## src/rtl/spo_pkg.sv

```systemverilog
// Package: address map and interrupt bit positions shared by the front end.
// Assumes byte addressing on an 8-bit offset with 32-bit aligned registers.
package spo_pkg;
    localparam logic [7:0] A_VERSION  = 8'h00;
    localparam logic [7:0] A_SOFTRST  = 8'h40;
    localparam logic [7:0] A_IRQ_EN   = 8'h80;
    localparam logic [7:0] A_IRQ_PEND = 8'h84;
    localparam logic [7:0] A_IRQ_SRC  = 8'h88;
    localparam logic [7:0] A_SYNC_ID  = 8'hC0;
    localparam logic [7:0] A_CMD_ROOM = 8'hD0;
    localparam logic [7:0] A_TX_ROOM  = 8'hD4;
    localparam logic [7:0] A_RX_LEVEL = 8'hD8;
    localparam logic [7:0] A_CMD_PUSH = 8'hE0;
    localparam logic [7:0] A_TX_PUSH  = 8'hE4;
    localparam logic [7:0] A_RX_POP   = 8'hE8;
    localparam logic [7:0] A_RX_PEEK  = 8'hEC;

    localparam int IB_CMD_LOW  = 0;
    localparam int IB_TX_LOW   = 1;
    localparam int IB_RX_HIGH  = 2;
    localparam int IB_SYNC     = 3;
    localparam int N_IRQ       = 4;

    localparam logic [7:0] VER_MAJOR = 8'd1;
endpackage

```

## src/rtl/spo_fifo.sv

```systemverilog
// Module: spo_fifo - synchronous first-in first-out queue.
// Assumes DEPTH is a power of two. Push on full and pop on empty are
// ignored; clr empties the queue and wins over push and pop.
module spo_fifo #(
    parameter int W     = 32,
    parameter int DEPTH = 16
) (
    input  logic                       clk,
    input  logic                       rst_n,
    input  logic                       clr,
    input  logic                       push,
    input  logic [W-1:0]               din,
    input  logic                       pop,
    output logic [W-1:0]               dout,
    output logic                       empty,
    output logic                       full,
    output logic [$clog2(DEPTH):0]     level
);
    localparam int AW = $clog2(DEPTH);
    localparam int LW = AW + 1;

    logic [W-1:0]  mem [DEPTH];
    logic [AW-1:0] wr_ptr, rd_ptr;
    logic [LW-1:0] cnt;
    logic          do_push, do_pop;

    assign empty   = (cnt == '0);
    assign full    = (cnt == LW'(DEPTH));
    assign do_push = push && !full && !clr;
    assign do_pop  = pop && !empty && !clr;
    assign dout    = mem[rd_ptr];
    assign level   = cnt;

    // Storage write on accepted push.
    always_ff @(posedge clk) begin
        if (do_push) mem[wr_ptr] <= din;
    end

    // Pointer and occupancy bookkeeping.
    always_ff @(posedge clk) begin
        if (!rst_n || clr) begin
            wr_ptr <= '0;
            rd_ptr <= '0;
            cnt    <= '0;
        end else begin
            if (do_push) wr_ptr <= wr_ptr + 1'b1;
            if (do_pop)  rd_ptr <= rd_ptr + 1'b1;
            case ({do_push, do_pop})
                2'b10:   cnt <= cnt + 1'b1;
                2'b01:   cnt <= cnt - 1'b1;
                default: cnt <= cnt;
            endcase
        end
    end

    AST_NO_OVERFLOW: assert property (@(posedge clk) disable iff (!rst_n)
        (push && full && !pop && !clr) |=> (level == LW'(DEPTH)));
    AST_LEVEL_RANGE: assert property (@(posedge clk) disable iff (!rst_n)
        level <= LW'(DEPTH));
    AST_NO_UNDERFLOW: assert property (@(posedge clk) disable iff (!rst_n)
        (pop && empty && !push) |=> empty);
    AST_CLR_EMPTIES: assert property (@(posedge clk) disable iff (!rst_n)
        clr |=> empty);
endmodule

```

## src/rtl/spo_irq.sv

```systemverilog
// Module: spo_irq - pending, source and interrupt logic.
// Watermark bits follow the queue levels; the sync bit is sticky and is
// set by a one-cycle sync event, which wins over a same-cycle clear.
module spo_irq #(
    parameter int DEPTH = 16
) (
    input  logic                          clk,
    input  logic                          rst_n,
    input  logic [$clog2(DEPTH):0]        cmd_level,
    input  logic [$clog2(DEPTH):0]        tx_level,
    input  logic [$clog2(DEPTH):0]        rx_level,
    input  logic                          sync_valid,
    input  logic [7:0]                    sync_id,
    input  logic                          ack_sync,
    input  logic [spo_pkg::N_IRQ-1:0]     enable,
    output logic [spo_pkg::N_IRQ-1:0]     pending,
    output logic [7:0]                    sync_id_q,
    output logic                          irq
);
    import spo_pkg::*;
    localparam int LW    = $clog2(DEPTH) + 1;
    localparam int LOW_TH  = DEPTH / 4;
    localparam int HIGH_TH = (3 * DEPTH) / 4;

    logic sync_pend;

    // Sticky sync flag and ID capture.
    always_ff @(posedge clk) begin
        if (!rst_n) begin
            sync_pend <= 1'b0;
            sync_id_q <= '0;
        end else if (sync_valid) begin
            sync_pend <= 1'b1;
            sync_id_q <= sync_id;
        end else if (ack_sync) begin
            sync_pend <= 1'b0;
        end
    end

    // Pending vector from watermarks and the sync flag.
    always_comb begin
        pending              = '0;
        pending[IB_CMD_LOW]  = (cmd_level <= LW'(LOW_TH));
        pending[IB_TX_LOW]   = (tx_level  <= LW'(LOW_TH));
        pending[IB_RX_HIGH]  = (rx_level  >= LW'(HIGH_TH));
        pending[IB_SYNC]     = sync_pend;
    end

    assign irq = |(pending & enable);

    AST_SYNC_LATCH: assert property (@(posedge clk) disable iff (!rst_n)
        sync_valid |=> (pending[IB_SYNC] && sync_id_q == $past(sync_id)));
    AST_SYNC_CLEAR: assert property (@(posedge clk) disable iff (!rst_n)
        (ack_sync && !sync_valid) |=> !pending[IB_SYNC]);
    AST_SYNC_HOLD: assert property (@(posedge clk) disable iff (!rst_n)
        (pending[IB_SYNC] && !ack_sync) |=> pending[IB_SYNC]);
    AST_IRQ_QUIET: assert property (@(posedge clk) disable iff (!rst_n)
        (enable == '0) |-> !irq);
endmodule

```

## src/rtl/spi_offload_regs.sv

```systemverilog
// Module: spi_offload_regs - register front end of a command-driven SPI
// master. Decodes a simple strobe bus, owns the command, transmit and
// receive queues and the interrupt logic. Assumes reg_wr and reg_rd are
// never high together and CMD_W < 32, DATA_W <= 32, DEPTH a power of two.
module spi_offload_regs #(
    parameter int         DEPTH     = 16,
    parameter int         CMD_W     = 16,
    parameter int         DATA_W    = 32,
    parameter logic [7:0] VER_MINOR = 8'h00,
    parameter logic [7:0] VER_PATCH = 8'h61
) (
    input  logic              clk,
    input  logic              rst_n,
    input  logic              reg_wr,
    input  logic              reg_rd,
    input  logic [7:0]        reg_addr,
    input  logic [31:0]       reg_wdata,
    output logic [31:0]       reg_rdata,
    output logic              reg_rvalid,
    output logic              cmd_valid,
    output logic [CMD_W-1:0]  cmd_data,
    input  logic              cmd_ready,
    output logic              tx_valid,
    output logic [DATA_W-1:0] tx_data,
    input  logic              tx_ready,
    input  logic              rx_valid,
    input  logic [DATA_W-1:0] rx_data,
    output logic              rx_ready,
    input  logic              sync_valid,
    input  logic [7:0]        sync_id,
    output logic              irq,
    output logic              engine_rst
);
    import spo_pkg::*;
    localparam int LW = $clog2(DEPTH) + 1;

    logic                soft_q;
    logic [N_IRQ-1:0]    en_q;
    logic [N_IRQ-1:0]    pending;
    logic [7:0]          sync_id_q;
    logic [LW-1:0]       cmd_level, tx_level, rx_level;
    logic                cmd_empty, cmd_full, tx_empty, tx_full, rx_empty, rx_full;
    logic [DATA_W-1:0]   rx_head;
    logic [31:0]         rd_mux;
    logic                rx_head_rd;
    logic                unused_wbits;

    assign unused_wbits = ^reg_wdata[31:CMD_W];
    assign engine_rst   = soft_q;
    assign cmd_valid    = !cmd_empty;
    assign tx_valid     = !tx_empty;
    assign rx_ready     = !rx_full && !soft_q;
    assign rx_head_rd   = reg_rd && (reg_addr == A_RX_POP || reg_addr == A_RX_PEEK);

    // Control registers: soft reset and interrupt enables.
    always_ff @(posedge clk) begin
        if (!rst_n) begin
            soft_q <= 1'b0;
            en_q   <= '0;
        end else if (reg_wr) begin
            if (reg_addr == A_SOFTRST) soft_q <= reg_wdata[0];
            if (reg_addr == A_IRQ_EN)  en_q   <= reg_wdata[N_IRQ-1:0];
        end
    end

    spo_fifo #(.W(CMD_W), .DEPTH(DEPTH)) i_cmd_q (
        .clk(clk), .rst_n(rst_n), .clr(soft_q),
        .push(reg_wr && reg_addr == A_CMD_PUSH), .din(reg_wdata[CMD_W-1:0]),
        .pop(cmd_valid && cmd_ready), .dout(cmd_data),
        .empty(cmd_empty), .full(cmd_full), .level(cmd_level));

    spo_fifo #(.W(DATA_W), .DEPTH(DEPTH)) i_tx_q (
        .clk(clk), .rst_n(rst_n), .clr(soft_q),
        .push(reg_wr && reg_addr == A_TX_PUSH), .din(reg_wdata[DATA_W-1:0]),
        .pop(tx_valid && tx_ready), .dout(tx_data),
        .empty(tx_empty), .full(tx_full), .level(tx_level));

    spo_fifo #(.W(DATA_W), .DEPTH(DEPTH)) i_rx_q (
        .clk(clk), .rst_n(rst_n), .clr(soft_q),
        .push(rx_valid && rx_ready), .din(rx_data),
        .pop(reg_rd && reg_addr == A_RX_POP), .dout(rx_head),
        .empty(rx_empty), .full(rx_full), .level(rx_level));

    spo_irq #(.DEPTH(DEPTH)) i_irq (
        .clk(clk), .rst_n(rst_n),
        .cmd_level(cmd_level), .tx_level(tx_level), .rx_level(rx_level),
        .sync_valid(sync_valid), .sync_id(sync_id),
        .ack_sync(reg_wr && reg_addr == A_IRQ_PEND && reg_wdata[IB_SYNC]),
        .enable(en_q), .pending(pending), .sync_id_q(sync_id_q), .irq(irq));

    // Read-data selection by address.
    always_comb begin
        rd_mux = '0;
        case (reg_addr)
            A_VERSION:  rd_mux = {8'h00, VER_MAJOR, VER_MINOR, VER_PATCH};
            A_SOFTRST:  rd_mux = {31'd0, soft_q};
            A_IRQ_EN:   rd_mux = 32'(en_q);
            A_IRQ_PEND: rd_mux = 32'(pending);
            A_IRQ_SRC:  rd_mux = 32'(pending & en_q);
            A_SYNC_ID:  rd_mux = {24'd0, sync_id_q};
            A_CMD_ROOM: rd_mux = 32'(LW'(DEPTH) - cmd_level);
            A_TX_ROOM:  rd_mux = 32'(LW'(DEPTH) - tx_level);
            A_RX_LEVEL: rd_mux = 32'(rx_level);
            A_RX_POP,
            A_RX_PEEK:  rd_mux = rx_empty ? 32'd0 : 32'(rx_head);
            default:    rd_mux = '0;
        endcase
    end

    // Registered read response.
    always_ff @(posedge clk) begin
        if (!rst_n) begin
            reg_rdata  <= '0;
            reg_rvalid <= 1'b0;
        end else begin
            reg_rvalid <= reg_rd;
            if (reg_rd) reg_rdata <= rd_mux;
        end
    end

    AST_READ_LATENCY: assert property (@(posedge clk) disable iff (!rst_n)
        reg_rd |=> reg_rvalid);
    AST_EMPTY_READS_ZERO: assert property (@(posedge clk) disable iff (!rst_n)
        (rx_head_rd && rx_empty) |=> (reg_rdata == 32'd0));
    AST_PEEK_KEEPS: assert property (@(posedge clk) disable iff (!rst_n)
        (reg_rd && reg_addr == A_RX_PEEK && !(rx_valid && rx_ready) && !soft_q)
        |=> $stable(rx_level));
    AST_SOFT_HOLD: assert property (@(posedge clk) disable iff (!rst_n)
        ($past(soft_q) && soft_q) |-> (!cmd_valid && !tx_valid && !rx_ready));
    AST_RX_FULL_STALL: assert property (@(posedge clk) disable iff (!rst_n)
        rx_full |-> !rx_ready);
endmodule

```

## config.mk

```make
export PLATFORM = sky130hd
export DESIGN_NAME = spi_offload_regs
export DESIGN_NICKNAME = d
export VERILOG_FILES = /design/src/rtl/spo_pkg.sv /design/src/rtl/spo_fifo.sv /design/src/rtl/spo_irq.sv /design/src/rtl/spi_offload_regs.sv
export SDC_FILE = /design/constraint.sdc
export NUM_CORES = 1
export LEC_CHECK = 0
export BUFFER_PORTS_ARGS = -buffer_cell sky130_fd_sc_hd__clkbuf_2
export CORE_MARGIN = 2
export CORE_UTILIZATION = 45
export CTS_CLUSTER_DIAMETER = 60
export DETAILED_ROUTE_END_ITERATION = 7
export GPL_ROUTABILITY_DRIVEN = 0
export HOLD_SLACK_MARGIN = 0.12
export SLEW_MARGIN = 20
export SYNTH_ARGS = -nofsm -noshare
export SYNTH_HDL_FRONTEND = slang
export SYNTH_HIERARCHICAL = 1
export SYNTH_SLANG_ARGS = --single-unit
```

## constraint.sdc

```tcl
create_clock -name clk -period 8.4 [get_ports clk]
set_input_delay 0.42 -clock clk [delete_from_list [all_inputs] [get_ports clk]]
set_output_delay 0.42 -clock clk [all_outputs]
set_load 0.1 [all_outputs]
```

==> impl_metrics.env, run 1 <==
export IMPL_die_area_um2=123000
export IMPL_drt_initial_drc_count=2505
export IMPL_syn_instance_count=2452
export IMPL_gr_total_overflow=0
export IMPL_vdd_ir_drop_max_uv=218
export IMPL_path_class="reg -> out"
export IMPL_grt_pass1_wl_um=182000
export IMPL_max_slew_worst_pin_slew_ns=1.10
export IMPL_antenna_found_initial=15
export IMPL_numClockSinks=1378
export IMPL_grt_max_degree=72
export IMPL_finalSetupTns_ns=0
export IMPL_die_w_um=351
export IMPL_clkTransAtPathRegs_ns=0.06
export IMPL_drt_pass1_iterations=5
export IMPL_num_rows=127
export IMPL_worst_setup_path_end_kind="primary output"
export IMPL_clock_latency_ns=0.78
export IMPL_die_y_um=351
export IMPL_cts_tree="done"
export IMPL_routedWlPerCell_um=27.4
export IMPL_cts_root_buf="clkbuf_16"
export IMPL_drv_cap=0
export IMPL_fin_crit_ns=4.65
export IMPL_nNetsFinal=2884
export IMPL_initial_utilization=0.453
export IMPL_multi_input_area_um2=13100
export IMPL_clock_skew_ns=0.0184
export IMPL_cts_resized_gates=0
export IMPL_core_um2=120000
export IMPL_ff2ff_path_depth=9
export IMPL_setup_viol=0
export IMPL_cts_hold_buf=59
export IMPL_rrSetupSlack_ns=4.30
export IMPL_hpwlAfterDp_um=68100
export IMPL_hold_viol_final=0
export IMPL_power_leakage_nw=19.7
export IMPL_synth_warnings=6
export IMPL_routed_via_density=5.78
export IMPL_area_growth_pct=15.4
export IMPL_hold_depth=2
export IMPL_grt_usage=0.203
export IMPL_cts_htree_levels=4
export IMPL_arrival_ns=4.23
export IMPL_max_freq_mhz=215
export IMPL_grt_setup_unrepaired="false"
export IMPL_clockBufferDepth=3
export IMPL_vias=26100
export IMPL_slew_headroom=0.268
export IMPL_cts_buffers=149
export IMPL_outcome="finished clean"
export IMPL_ant_nets=0
export IMPL_drt_wl_total_um=124000
export IMPL_grt_pass1_vias=27000
export IMPL_required_ns=7.98
export IMPL_layout_drive_gt1_share=0.264
export IMPL_cp_start_kind="flop"
export IMPL_dp_cells=4172
export IMPL_slew_viol_final=0
export IMPL_cts_setup_buffers=0
export IMPL_syn_nets=2566
export IMPL_hp_class="in -> reg"
export IMPL_fill_cells=9240
export IMPL_drc=0
export IMPL_synth_area_um2=54200
export IMPL_final_cells=4512
export IMPL_io_buffer_count=173
export IMPL_postSynthAreaPerCell_um2=22.1
export IMPL_crit_fanout=50
export IMPL_post_route_period_util=0.553
export IMPL_io_pins=174
export IMPL_seq_area_um2=40400
export IMPL_p_per_area_nw_per_um2=228
==> cells in the final DEF, fill, tap and decap left out, drive strengths merged, types with 6 or more instances in the layout <==
cell type,n
buf,68
nand3b,8
xor2,23
xnor2,15
edfxtp,1280
diode,7
nand4,9
a211oi,6
nor3b,8
ha,26
bufinv,10
nor2,103
o21ai,43
clkinv,46
or4,8
nor4b,7
nor3,24
a21oi,33
nor2b,19
mux4,400
mux2i,21
dlygate4sd3,59
o21a,9
nand2,62
nand3,14
clkbuf,376
nand2b,13
inv,39
dfxtp,98
==> registers in the layout, indices dropped and copies added, names as in the netlist, named ones only <==
| signal | cells |
|---|---|
| i_rx_q/mem | 512 |
| i_tx_q/mem | 512 |
| i_cmd_q/mem | 256 |
| reg_rdata | 32 |
| i_irq/sync_id_q | 8 |
| i_cmd_q/level | 5 |
| i_rx_q/level | 5 |
| i_tx_q/level | 5 |
| en_q | 4 |
| i_cmd_q/rd_ptr | 4 |
| i_cmd_q/wr_ptr | 4 |
| i_rx_q/rd_ptr | 4 |
| i_rx_q/wr_ptr | 4 |
| i_tx_q/rd_ptr | 4 |
| i_tx_q/wr_ptr | 4 |
| engine_rst | 1 |
| i_irq/sync_pend | 1 |
| reg_rvalid | 1 |
==> through the flow <==
step | power [mW] | hold slack, ns | setup slack, ns | area [um2] | util
after floorplan | 7.76 | 0.472 | 2.40 | 54200 | -
after global placement | 7.90 | 0.447 | 4.49 | 57000 | 0.476
after detailed placement | 7.91 | 0.446 | 4.32 | 57000 | 0.476
after CTS | 14.4 | 0.154 | 3.61 | 62500 | 0.522
after global routing | 14.7 | 0.185 | 3.51 | 62500 | 0.523
final | 14.2 | 0.219 | 3.75 | 62500 | 0.523
==> power by group <==
group | switching (mW) | total (mW) | internal [mW] | leakage (nW)
registers | 0.0121 | 7.54 | 7.53 | 12.3
logic | 0.179 | 0.254 | 0.0746 | 5.03
clock network | 2.66 | 6.45 | 3.79 | 2.39
==> layout make-up <==
type                            count  share of cell area
Clock buffer                      203              0.0660
Antenna cell                        7            0.000280
Sequential cell                  1378               0.646
Tap cell                         1612              0.0323
Clock inverter                     71              0.0122
Multi-Input combinational cell    916               0.210
Timing Repair Buffer              300              0.0315
Inverter                           25             0.00150
==> worst paths after layout <==
check                   from                 to
max                     flop         tx_data[0]
min               sync_valid    i_irq/sync_pend
max reg2reg  i_rx_q/level[2]  i_rx_q/mem[0][11]
min reg2reg    reg_rdata[23]      reg_rdata[23]
==> worst max-delay path, cell delays in order (launching register included) <==
cell      delay (ns)
dfxtp_4         0.88
buf_4           0.85
mux4_1          0.66
mux4_2          0.54
clkbuf_2        0.40
==> metal layers <==
| layer | up-vias | wire (um) | GRT usage |
|---|---|---|---|
| li1 | 11100 | - | - |
| met1 | 13900 | 50200 | 0.270 |
| met2 | 879 | 62100 | 0.340 |
| met3 | 198 | 8470 | 0.0402 |
| met4 | 16 | 2840 | 0.0642 |
| met5 | - | 83 | 0 |
Power figures use the tool's default switching activity.
==> run 2, diff against run 1 <==
Clock period 8.4 ns to 4.08 ns, I/O delays scaled along.
==> impl_metrics.env, run 2 (synthesized netlist as in run 1, its figures left out) <==
export IMPL_drv_cap=0
export IMPL_setup_viol=0
export IMPL_hpwlAfterDp_um=71100
export IMPL_clockBufferDepth=3
export IMPL_final_cell_mix="1280 x edfxtp_1, 252 x mux4_2, 173 x clkbuf_2"
export IMPL_cts_tree="done"
export IMPL_drt_initial_drc_count=2639
export IMPL_power_leakage_nw=20.1
export IMPL_outcome="finished clean"
export IMPL_ant_nets=0
export IMPL_grt_setup_unrepaired="false"
export IMPL_grt_pass1_wl_um=181000
export IMPL_vias=26200
export IMPL_crit_fanout=28
export IMPL_core_um2=120000
export IMPL_clock_skew_ns=0.0386
export IMPL_grt_pass1_vias=27100
export IMPL_cp_start_kind="flop"
export IMPL_area_growth_pct=17.1
export IMPL_worst_setup_path_end_kind="primary output"
export IMPL_layout_commonest_cell="edfxtp_1"
export IMPL_fin_crit_ns=3.63
export IMPL_vdd_ir_drop_max_uv=392
export IMPL_die_area_um2=123000
export IMPL_grt_usage=0.202
export IMPL_drt_pass1_iterations=5
export IMPL_slew_viol_final=0
export IMPL_num_rows=127
export IMPL_clock_latency_ns=0.76
export IMPL_gr_total_overflow=0
export IMPL_p_per_area_nw_per_um2=462
export IMPL_numClockSinks=1378
export IMPL_cts_htree_levels=4
export IMPL_drt_wl_total_um=123000
export IMPL_post_route_period_util=0.890
export IMPL_fill_cells=9208
export IMPL_path_class="reg -> out"
export IMPL_routed_via_density=5.74
export IMPL_die_y_um=351
export IMPL_layout_drive_gt1_share=0.270
export IMPL_nNetsFinal=2940
export IMPL_hp_class="in -> reg"
export IMPL_cts_root_buf="clkbuf_16"
export IMPL_required_ns=3.88
export IMPL_cts_buffers=146
export IMPL_initial_utilization=0.453
export IMPL_top_regs="i_rx_q/mem x512, i_tx_q/mem x512, i_cmd_q/mem x256"
export IMPL_max_freq_mhz=275
export IMPL_io_buffer_count=173
export IMPL_max_slew_worst_pin_slew_ns=1.09
export IMPL_arrival_ns=3.43
export IMPL_grt_max_degree=77
export IMPL_routedWlPerCell_um=27.0
export IMPL_clkTransAtPathRegs_ns=0.06
export IMPL_antenna_found_initial=8
export IMPL_finalSetupTns_ns=0
export IMPL_slew_headroom=0.274
export IMPL_hold_viol_final=0
export IMPL_whs_ns=0.172
export IMPL_cts_setup_buffers=0
export IMPL_die_w_um=351
export IMPL_drc=0
export IMPL_utilization=0.530
export IMPL_io_pins=174
-- run 2: cell count changes in the layout (fill, tap and decap cells not counted), sizes merged --
cell         before  now
clkinvlp          1    6
dlygate4sd3      59   92
clkinv           46   68
inv              39   31
clkbuf          376  348
buf              68   94
diode             7    6
bufinv           10   14
-- run 2: cell type report --
cell class                 count  area (um2)  share of cell area
antenna                        6        15.0            0.000237
sequential                  1378       40400               0.637
clock inverter                94        1010              0.0160
multi-input combinational    916       13200               0.207
inverter                      25        93.8             0.00148
timing repair buffer         359        2820              0.0444
clock buffer                 175        3870              0.0611
tap                         1612        2020              0.0318
-- run 2: stage by stage --
stage               power, mW  instances  instance area [um2]  setup slack [ns]
floorplan                16.0       2452                54300             0.196
global route             30.2       4560                63400             0.272
global placement         16.3       4198                57600             0.720
CTS                      29.6       4559                63400             0.325
detailed placement       16.3       4198                57600             0.710
finish                   29.3       4565                63400             0.448
-- run 2: critical path: stages, from the launching register on --
cell and delay [ns]:
dfxtp_4 0.72, buf_4 0.39, mux4_1 0.61, mux4_2 0.54, clkbuf_2 0.40
-- run 2: final timing paths --
| kind | from | cells after the start | slack (ns) | to |
|---|---|---|---|---|
| worst max-delay path | flop | 4 | 0.45 | tx_data[0] |
| worst min-delay path | reg_wdata[10] | 1 | 0.17 | i_tx_q/mem[3][10] |
| worst max register to register | i_cmd_q/level[2] | 12 | 0.80 | i_cmd_q/level[2] |
| worst min register to register | reg_rdata[4] | 2 | 0.45 | reg_rdata[4] |
-- run 2: timing repair --
| item | CTS | global route |
|---|---|---|
| endpoints found under the hold margin | 1067 | 0 |
| resized for setup | 0 | 0 |
| hold buffers | 92 | 0 |
-- run 2: metal layers --
| layer | up-vias | share of wire | GRT usage |
|---|---|---|---|
| li1 | 11200 | - | - |
| met1 | 14000 | 0.42 | 0.279 |
| met2 | 827 | 0.50 | 0.335 |
| met3 | 168 | 0.059 | 0.0353 |
| met4 | 6 | 0.019 | 0.0512 |
| met5 | - | 0.00028 | 0 |
-- run 2: report_power, final --
part           leakage, nW  total [mW]  internal [mW]  switching, mW
Combinational         5.37       0.558          0.181          0.377
Sequential            12.3        15.5           15.5         0.0248
Clock                 2.37        13.2           7.75           5.48
Total                 20.1        29.3           23.4           5.88
